### src/rtl/rlseq_pkg.sv
package rlseq_pkg;
  localparam int NREG = 13;
  localparam int IDXW = $clog2(NREG);

  typedef enum logic [1:0] {
    UOP_STORE = 2'd0,
    UOP_LOAD  = 2'd1,
    UOP_SPWR  = 2'd2
  } uop_kind_e;

  // bitmap position -> architectural register number
  function automatic logic [4:0] slot_to_xreg(input logic [IDXW-1:0] s);
    case (s)
      IDXW'(0): slot_to_xreg = 5'd1;
      IDXW'(1): slot_to_xreg = 5'd8;
      IDXW'(2): slot_to_xreg = 5'd9;
      default:  slot_to_xreg = 5'(s) + 5'd15;
    endcase
  endfunction
endpackage

### src/rtl/rlseq_decode.sv
module rlseq_decode
  import rlseq_pkg::*;
(
  input  logic [3:0]      code,
  input  logic            xlen64,
  input  logic            embedded,
  output logic            legal,
  output logic [NREG-1:0] bitmap,
  output logic [7:0]      base_adj
);
  logic [3:0] nsave;
  logic [7:0] bytes;

  always_comb begin
    nsave = (code == 4'd15) ? 4'd13 : (code - 4'd3);
    legal = (code >= 4'd4) && !(embedded && (code > 4'd6));
    for (int i = 0; i < NREG; i++) begin
      bitmap[i] = legal && (i < int'(nsave));
    end
    bytes    = xlen64 ? ({4'd0, nsave} << 3) : ({4'd0, nsave} << 2);
    base_adj = embedded ? 8'd16 : ((bytes + 8'd15) & 8'hF0);
  end
endmodule

### src/rtl/rlseq_msb.sv
module rlseq_msb #(
  parameter int W = 13
) (
  input  logic [W-1:0]         vec,
  output logic [$clog2(W)-1:0] idx,
  output logic                 any
);
  localparam int IW = $clog2(W);

  always_comb begin
    idx = '0;
    any = |vec;
    for (int i = 0; i < W; i++) begin
      if (vec[i]) idx = IW'(i);
    end
  end
endmodule

### src/rtl/rlseq_top.sv
module rlseq_top
  import rlseq_pkg::*;
#(
  parameter int SPW = 64
) (
  input  logic           clk,
  input  logic           rst,
  input  logic           in_valid,
  output logic           in_ready,
  input  logic [3:0]     in_code,
  input  logic [1:0]     in_spimm,
  input  logic           in_pop,
  input  logic           in_xlen64,
  input  logic           in_embedded,
  input  logic [SPW-1:0] in_sp,
  output logic           uop_valid,
  input  logic           uop_ready,
  output logic [1:0]     uop_kind,
  output logic [4:0]     uop_reg,
  output logic [SPW-1:0] uop_addr,
  output logic           done,
  output logic           illegal
);
  logic            dec_legal;
  logic [NREG-1:0] dec_bitmap;
  logic [7:0]      dec_base;

  logic [NREG-1:0] rem;
  logic [NREG-1:0] scan_in;
  logic [NREG-1:0] scan_cleared;
  logic [IDXW-1:0] top_idx;
  logic            top_any;

  logic [SPW-1:0]  nxt_addr;
  logic [SPW-1:0]  sp_final;
  logic [SPW-1:0]  slot_q;
  logic [SPW-1:0]  slot_in;
  logic [SPW-1:0]  adj_in;
  logic [SPW-1:0]  start_addr;
  logic            accept;
  logic            take;

  rlseq_decode u_dec (
    .code     (in_code),
    .xlen64   (in_xlen64),
    .embedded (in_embedded),
    .legal    (dec_legal),
    .bitmap   (dec_bitmap),
    .base_adj (dec_base)
  );

  // one scanner serves both the first pick and every later pick
  assign scan_in = uop_valid ? rem : dec_bitmap;

  rlseq_msb #(.W(NREG)) u_msb (
    .vec (scan_in),
    .idx (top_idx),
    .any (top_any)
  );

  assign scan_cleared = scan_in & ~(NREG'(1) << top_idx);

  assign in_ready   = !uop_valid;
  assign accept     = in_valid && in_ready;
  assign take       = uop_valid && uop_ready;
  assign slot_in    = in_xlen64 ? SPW'(8) : SPW'(4);
  assign adj_in     = SPW'(dec_base) + SPW'({in_spimm, 4'b0000});
  assign start_addr = (in_pop ? (in_sp + adj_in) : in_sp) - slot_in;

  always_ff @(posedge clk) begin
    if (rst) begin
      uop_valid <= 1'b0;
      uop_kind  <= UOP_STORE;
      uop_reg   <= '0;
      uop_addr  <= '0;
      rem       <= '0;
      nxt_addr  <= '0;
      sp_final  <= '0;
      slot_q    <= '0;
      done      <= 1'b0;
      illegal   <= 1'b0;
    end else begin
      done    <= 1'b0;
      illegal <= 1'b0;
      if (accept) begin
        if (!dec_legal) begin
          illegal <= 1'b1;
        end else begin
          uop_valid <= 1'b1;
          uop_kind  <= in_pop ? UOP_LOAD : UOP_STORE;
          uop_reg   <= slot_to_xreg(top_idx);
          uop_addr  <= start_addr;
          nxt_addr  <= start_addr - slot_in;
          rem       <= scan_cleared;
          slot_q    <= slot_in;
          sp_final  <= in_pop ? (in_sp + adj_in) : (in_sp - adj_in);
        end
      end else if (take) begin
        if (uop_kind == UOP_SPWR) begin
          uop_valid <= 1'b0;
          done      <= 1'b1;
        end else if (top_any) begin
          uop_reg  <= slot_to_xreg(top_idx);
          uop_addr <= nxt_addr;
          nxt_addr <= nxt_addr - slot_q;
          rem      <= scan_cleared;
        end else begin
          uop_kind <= UOP_SPWR;
          uop_reg  <= 5'd2;
          uop_addr <= sp_final;
        end
      end
    end
  end
endmodule

### config.mk
export PLATFORM = sky130hd
export DESIGN_NAME = rlseq_top
export DESIGN_NICKNAME = d
export VERILOG_FILES = /design/src/rtl/rlseq_pkg.sv /design/src/rtl/rlseq_decode.sv /design/src/rtl/rlseq_msb.sv /design/src/rtl/rlseq_top.sv
export SDC_FILE = /design/constraint.sdc
export NUM_CORES = 1
export LEC_CHECK = 0
export BUFFER_PORTS_ARGS = -buffer_cell sky130_fd_sc_hd__buf_2
export CAP_MARGIN = 20
export CELL_PAD_IN_SITES_DETAIL_PLACEMENT = 1
export CELL_PAD_IN_SITES_GLOBAL_PLACEMENT = 2
export CORE_ASPECT_RATIO = 0.9
export CORE_MARGIN = 2
export CORE_UTILIZATION = 32
export DETAILED_ROUTE_END_ITERATION = 12
export PLACE_DENSITY_LB_ADDON = 0.1
export SLEW_MARGIN = 10
export SYNTH_ARGS = -nofsm -noshare
export SYNTH_HDL_FRONTEND = slang
export SYNTH_SLANG_ARGS = --single-unit
export TNS_END_PERCENT = 100
### constraint.sdc
create_clock -name clk -period 6.7 [get_ports clk]
set_input_delay 0.335 -clock clk [delete_from_list [all_inputs] [get_ports clk]]
set_output_delay 0.335 -clock clk [all_outputs]
set_load 0.02 [all_outputs]
==> out/metrics.csv, run 1 <==
stage,metric,value,unit
logic_synthesis,largest family of logic cells by synthesized area,simple AND/OR/NAND/NOR gates,
floorplanning,io pins,152,
placement,DP Cell Count,3778,
placement,worst slack at placement,-0.880,ns
timing,crit share post-route,97.0,%
clock_tree,worst skew pair latency,0.56,ns
timing,max-slew violations,0,
global_routing,Total Routing Usage GR,29.1,%
critical_path,Crit path largest cell delay,0.54,ns
finish,Finished Layout Cells,3838,
logic_synthesis,Seq cells post-synth,217,
critical_path,CP Class,in -> reg,
placement,global placement routability congestion,0.925,
critical_path,Crit-path slowest cell,or4_1,
power,leakage,9.59,nW
power,PwrDens,185,nW/µm²
timing,Slew headroom,31.9,%
run_status,outcome,"finished, final reports clean",
clock_tree,clk slew on worst S/H paths,0.06,ns
critical_path,CP Max Fanout,6,
logic_synthesis,Synth Area in Compound Gates,22.9,%
critical_path,"delay-heaviest family, CP",simple AND/OR/NAND/NOR gates,
timing,final hold violation count,0,
timing,clk_skew,0.0226,ns
min_path,HP Class,in -> reg,
global_routing,"Remaining Overflow, GRT",0,
critical_path,data required time of the critical path,7.10,ns
logic_synthesis,post-synthesis async set-or-reset flop share,0,%
drt,Routed WL,91600,µm
logic_synthesis,sequential area share after synthesis,23.1,%
logic_synthesis,mux share of post-synthesis cell area,4.00,%
floorplanning,Core ar.,58300,µm²
finish,Area Overhead vs Synth,27.9,%
clock_tree,maximum buffer depth of the clock tree,3,
finish,share of cells above drive strength 1,24.2,%
logic_synthesis,Synth Area in Adders,2.42,%
floorplanning,DIE HEIGHT,234,µm
global_routing,vias in the first global route,21500,
drt,Pre-antenna DRT Iters,5,
floorplanning,die area,60900,µm²
critical_path,Worst EP arrival,6.90,ns
job,Max-cap violations,0,
finish,"commonest non-fill, non-tap cell in the layout",buf_4,
critical_path,CP dominant cell by count,buf_4,
critical_path,Startpoint Class,input pin,
drt,routed vias/inst,5.77,
timing,fin crit period,6.50,ns
global_routing,largest net degree at the start of global routing,135,
timing,final worst slack,0.200,ns
finish,Fillers,7324,
floorplanning,Initial Utilization,32.3,%
finish,largest registers,"nxt_addr (64), sp_final (64), uop_addr (64)",
logic_synthesis,synth warn,0,
critical_path,endpoint class of the critical path,flop,
drt,via count,22100,
logic_synthesis,synthesized area,18800,µm²
clock_tree,clock buffer count from CTS,27,
global_routing,antenna violations before repair,0,
drt,First DRT Iteration DRCs,1847,
power,maximum vdd drop,0.156,mV
finish,diode count,0,
placement,Port Buffer Count,151,
finish,Final nets,3159,
logic_synthesis,Synth Area in XOR/XNOR,9.32,%
logic_synthesis,Syn Inst Count,2649,
finish,most frequent cells in the layout,"buf_4 (415), nand2_1 (347), nor2_1 (253)",
logic_synthesis,syn nets,2758,
clock_tree,clk root buf,clkbuf_16,
drt,number of remaining DRC errors,0,
logic_synthesis,primary flip-flop cell chosen by synthesis mapping,dfxtp_1,
logic_synthesis,simple logic cell fraction of the synthesized area,32.8,%
floorplanning,cell row count,84,
logic_synthesis,synthesized area per cell,7.11,µm²
timing,Setup TNS,0,ns
drt,post-route ant nets,0,
logic_synthesis,Yosys cell types,111,
critical_path,number of buffer and inverter stages on the critical path,8,
timing,highest clock rate,154,MHz
global_routing,first-pass GRT wire length,137000,µm
timing,measured slew at the worst slew-check pin,1.02,ns
timing,# setup viols final,0,
logic_synthesis,number of synthesized flops with an enable pin,0,
clock_tree,CTS sink cnt,217,
clock_tree,CTS tree,built,
placement,post-DP HPWL,71000,µm
clock_tree,htree depth,1,
floorplanning,die width,260,µm
drt,WL per Instance,23.9,µm
[through the flow]
step / power (W) / hold WS (ns) / utilization (%) / instance area, µm²
after floorplan: 0.00237 / 0.429 / - / 18900
after global placement: 0.00299 / 0.439 / 39.2 / 22900
after detailed placement: 0.00302 / 0.442 / 39.2 / 22900
after CTS: 0.00445 / 0.0348 / 40.7 / 23700
after global routing: 0.00467 / 0.0444 / 41.3 / 24100
final: 0.00446 / 0.0503 / 41.3 / 24100
[cell families (layout without fill, tap and decap cells)]
logic type,after synthesis,in the layout
AOI/OAI and AO/OA,673,673
adders and majority gates,33,33
other,2,2
buffers and inverters,249,663
and+or+nand+nor,1203,1204
DFF,217,217
muxes,74,74
xor gates and xnor gates,198,198
[what timing repair did]
action	4_1_cts	5_1_grt
gates cloned	0	2
gates resized for setup	10	38
buffers inserted	0	15
pin swaps	3	20
endpoints found under the setup margin	29	34
hold buffers	0	0
[report_power, final]
part           switching (W)  internal (W)
clock               0.000602      0.000810
combinational       0.000992      0.000577
sequential         0.0000964       0.00138
total                0.00169       0.00277
[synth_stat cells, drive strengths merged, types with 7 or more instances]
| cell | instances | area share (%) |
|---|---|---|
| buf | 60 | 1.7 |
| mux2 | 10 | 0.60 |
| ha | 26 | 1.7 |
| o22ai | 14 | 0.46 |
| nand3 | 118 | 3.2 |
| nand2b | 15 | 0.51 |
| nand4 | 64 | 2.3 |
| clkbuf | 138 | 2.7 |
| and3 | 33 | 1.1 |
| nor4 | 75 | 2.9 |
| or2 | 15 | 0.51 |
| nand2 | 351 | 7.0 |
| nor2b | 8 | 0.27 |
| nor3 | 94 | 2.6 |
| a311o | 7 | 0.37 |
| o21ai | 133 | 3.5 |
| o31ai | 22 | 0.93 |
| or3 | 51 | 1.7 |
| a21oi | 250 | 6.7 |
| inv | 51 | 1.0 |
| nor2 | 254 | 5.1 |
| and2 | 35 | 1.2 |
| a2111oi | 9 | 0.42 |
| a211oi | 59 | 2.5 |
| a22oi | 19 | 0.81 |
| mux2i | 64 | 3.4 |
| or4 | 29 | 1.2 |
| dfxtp | 217 | 23 |
| nand3b | 7 | 0.30 |
| nor4b | 9 | 0.61 |
| xor2 | 65 | 3.0 |
| nand4b | 8 | 0.45 |
| and4 | 22 | 1.0 |
| xnor2 | 133 | 6.3 |
| o21a | 9 | 0.36 |
| a31oi | 26 | 0.86 |
| a21o | 10 | 0.40 |
| a211o | 7 | 0.33 |
| o211ai | 31 | 1.4 |
[cell type report]
class / instances / area (µm²) / area share, %
Timing Repair Buffer: 569 / 3910 / 16.2
Inverter: 51 / 191 / 0.794
Sequential cell: 217 / 4340 / 18.0
Multi-Input combinational cell: 2184 / 13900 / 57.5
Clock inverter: 8 / 68.8 / 0.286
Tap cell: 774 / 968 / 4.02
Clock buffer: 35 / 746 / 3.09
[worst reg2reg max path, stage by stage, from the launching register on]
cell,delay [ns]
dfxtp_1,0.41
or4_1,0.63
nor3_1,0.53
nand4_1,0.44
or2_2,0.48
nor2_1,0.29
nand4_1,0.31
nor3_1,0.38
nand2_1,0.21
o21ai_0,0.20
a21oi_1,0.09
a311oi_1,0.49
and3_1,0.23
[routing by layer]
metal	vias to the layer above	global-route usage [%]	share of wire (%)
li1	10400	-	-
met1	11000	45.7	52
met2	629	42.5	41
met3	59	3.17	6.0
met4	0	4.26	1.2
met5	-	0	0
[path summary, 6_finish.rpt]
kind / start / endpoint / depth (start not counted) / slack (ns)
max reg2reg: nxt_addr[13]$_SDFFE_PP0P_ / nxt_addr[59]$_SDFFE_PP0P_ / 12 / 1.96
min: in_sp[3] / sp_final[3]$_SDFFE_PP0P_ / 3 / 0.05
max: in_code[0] / nxt_addr[44]$_SDFFE_PP0P_ / 32 / 0.20
min reg2reg: uop_addr[43]$_SDFFE_PP0P_ / uop_addr[43]$_SDFFE_PP0P_ / 2 / 0.45
(Power assumes the default switching activity.)
==> run 2, diff against run 1 <==
--- a/config.mk
+++ b/config.mk
@@ -9,9 +9,10 @@
 export CAP_MARGIN = 20
 export CELL_PAD_IN_SITES_DETAIL_PLACEMENT = 1
 export CELL_PAD_IN_SITES_GLOBAL_PLACEMENT = 2
-export CORE_ASPECT_RATIO = 0.9
+export CORE_ASPECT_RATIO = 1.75
 export CORE_MARGIN = 2
-export CORE_UTILIZATION = 32
+export CORE_UTILIZATION = 33
+export CTS_BUF_LIST = sky130_fd_sc_hd__clkbuf_8
 export DETAILED_ROUTE_END_ITERATION = 12
 export PLACE_DENSITY_LB_ADDON = 0.1
 export SLEW_MARGIN = 10
==> out/metrics.csv, run 2 (same netlist as run 1, synthesis figures left out) <==
stage,metric,value,unit,change
run_status,outcome,"finished, final reports clean",,
finish,"Core Util, Final",42.7,%,+1.4 points
timing,highest clock rate,153,MHz,-0.31%
timing,clk_skew,0.0263,ns,+0.00375 ns
floorplanning,die area,59100,µm²,-2.9%
critical_path,reg2reg end,uop_addr[27]$_SDFFE_PP0P_,,
timing,max-slew violations,0,,unchanged
critical_path,r2r setup slk,1.98,ns,+0.02 ns
floorplanning,Core ar.,56400,µm²,-3.3%
placement,Port Buffer Count,151,,unchanged
placement,post-DP HPWL,70900,µm,-0.25%
global_routing,GRT met3 Usage,2.02,%,-1.1 points
job,Max-cap violations,0,,unchanged
clock_tree,clock buffer count from CTS,37,,+37%
power,leakage,9.65,nW,+0.61%
timing,hold_ws,0.0370,ns,-0.0133 ns
floorplanning,Initial Utilization,33.4,%,+1.1 points
min_path,Hold Crit Depth,3,,unchanged
drt,post-route ant nets,0,,unchanged
clock_tree,clk slew on worst S/H paths,0.07,ns,about the same
timing,crit share post-route,97.3,%,+0.30 points
finish,"commonest non-fill, non-tap cell in the layout",buf_4,,
drt,Routed WL,90600,µm,-1.2%
global_routing,GR peak layer,met2,,
global_routing,vias in the first global route,22900,,+6.3%
clock_tree,maximum buffer depth of the clock tree,3,,unchanged
drt,via count,22000,,-0.69%
power,maximum vdd drop,0.0958,mV,-38%
placement,global placement routability congestion,0.952,,+3.0%
finish,Multi-input gate area,13900,µm²,+0.37%
floorplanning,die width,185,µm,-29%
critical_path,Reg2Reg Depth,16,,+4
timing,Slew headroom,28.7,%,-3.2 points
critical_path,CP Max Fanout,6,,unchanged
drt,number of remaining DRC errors,0,,unchanged
global_routing,antenna violations before repair,3,,+3
drt,routed vias/inst,5.70,,-1.1%
timing,# setup viols final,0,,unchanged
finish,Reg area,4340,µm²,unchanged
finish,Final nets,3178,,+0.60%
timing,final hold violation count,0,,unchanged
min_path,HP Class,in -> reg,,
critical_path,endpoint class of the critical path,flop,,
global_routing,largest net degree at the start of global routing,91,,-33%
power,PwrDens,176,nW/µm²,-4.9%
clock_tree,CTS sink cnt,217,,unchanged
global_routing,"Remaining Overflow, GRT",0,,unchanged
critical_path,data required time of the critical path,7.17,ns,+0.07 ns
clock_tree,clk root buf,clkbuf_8,,
clock_tree,worst skew pair latency,0.59,ns,+0.03 ns
timing,measured slew at the worst slew-check pin,1.07,ns,+0.0475 ns
drt,Pre-antenna DRT Iters,5,,unchanged
floorplanning,cell row count,115,,+37%
min_path,hold_sp,uop_ready,,
timing,fin crit period,6.52,ns,+0.0200 ns
floorplanning,io pins,152,,unchanged
critical_path,Worst EP arrival,6.99,ns,+0.09 ns
finish,Area Overhead vs Synth,27.8,%,about the same
clock_tree,CTS tree,built,,
global_routing,met2 Use GR,53.1,%,+11 points
floorplanning,DIE HEIGHT,320,µm,+37%
finish,share of cells above drive strength 1,25.0,%,+0.81 points
global_routing,first-pass GRT wire length,137000,µm,+0.31%
critical_path,Startpoint Class,input pin,,
critical_path,Critical path origin,in_code[0],,
drt,WL per Instance,23.5,µm,-1.6%
critical_path,CP Class,in -> reg,,
finish,Fillers,7185,,-1.9%
finish,largest registers,"nxt_addr (64), sp_final (64), uop_addr (64)",,
finish,most frequent cells in the layout,"buf_4 (421), nand2_1 (346), nor2_1 (251)",,
min_path,Hold Path End,done$_SDFF_PP0_,,
critical_path,RR Startpoint,uop_valid$_SDFFE_PP0P_,,
global_routing,met1 Track Usage GR,37.4,%,-8.3 points
drt,First DRT Iteration DRCs,998,,-46%
global_routing,Total Routing Usage GR,30.1,%,+0.99 points
clock_tree,htree depth,2,,+1
## run 2: cell count changes in the layout (fill, tap and decap cells not counted), sizes merged
cell / before / now
dlygate4sd3: 0 / 2
and2b: 3 / 2
diode: 0 / 1
clkbuf: 35 / 42
inv: 52 / 66
buf: 569 / 577
bufinv: 1 / 0
## run 2: worst max-delay path, stage by stage
cell	delay [ns]
buf_2	0.13
ha_4	0.18
nand3_4	0.11
and2_4	0.18
buf_4	0.13
xor2_1	0.14
nand2_1	0.06
o21ai_0	0.07
a21o_1	0.19
ha_1	0.19
buf_4	0.14
fa_2	0.50
buf_4	0.18
fa_2	0.38
a211o_1	0.33
a21oi_4	0.30
buf_6	0.15
nor4_4	0.04
xnor2_1	0.21
or3b_4	0.43
nor4_4	0.32
nand4_1	0.26
or4_4	0.56
a222oi_1	0.45
a21bo_2	0.33
and2b_2	0.28
a21oi_1	0.08
a311o_1	0.32
## run 2: power by group
part	switching, W	leakage, nW	internal, W
Clock	0.000620	0.405	0.000573
Sequential	0.0000836	1.77	0.00138
Combinational	0.000988	7.48	0.000595
Total	0.00169	9.65	0.00255
## run 2: area by class of cell
| class | instances | share of cell area, % |
|---|---|---|
| Inverter | 51 | 0.795 |
| Timing Repair Buffer | 579 | 16.7 |
| Sequential cell | 217 | 18.0 |
| Clock buffer | 42 | 2.40 |
| Multi-Input combinational cell | 2183 | 57.8 |
| Tap cell | 760 | 3.95 |
| Clock inverter | 21 | 0.379 |
| Antenna cell | 1 | 0.0104 |
## run 2: worst max-delay path by stage
stage,slack [ns],endpoint,cells after the start
4_1_cts,0.008,nxt_addr[63]$_SDFFE_PP0P_,30
3_5_place_dp,-1.23,nxt_addr[63]$_SDFFE_PP0P_,31
2_1_floorplan,-0.02,nxt_addr[56]$_SDFFE_PP0P_,28
6_report,0.18,nxt_addr[56]$_SDFFE_PP0P_,28
5_1_grt,-0.03,nxt_addr[63]$_SDFFE_PP0P_,29
3_3_place_gp,-1.00,nxt_addr[63]$_SDFFE_PP0P_,31
## run 2: what timing repair did
action | CTS | global route
setup buffers | 6 | 11
cloned | 0 | 0
gates resized for setup | 26 | 39
hold buffers | 2 | 0
pin swaps | 10 | 25
hold endpoints to repair | 2 | 0
setup endpoints to repair | 37 | 36
## run 2: stage by stage
step / instance area, µm² / std cells / power, W / TNS (ns) / setup WS (ns)
after global routing: 24100 / 3854 / 0.00447 / -0.113 / -0.0343
after CTS: 23800 / 3842 / 0.00425 / 0 / 0.00794
after floorplan: 18900 / 2649 / 0.00237 / -0.0213 / -0.0213
final: 24100 / 3854 / 0.00424 / 0 / 0.180
after global placement: 22900 / 3771 / 0.00297 / -30.62 / -1.00
after detailed placement: 22900 / 3771 / 0.00301 / -43.01 / -1.23
## run 2: layer usage
layer	wire length [µm]	share of wire (%)
met5	13	0.014
met2	44700	49
met4	4020	4.4
met3	2920	3.2
met1	38900	43
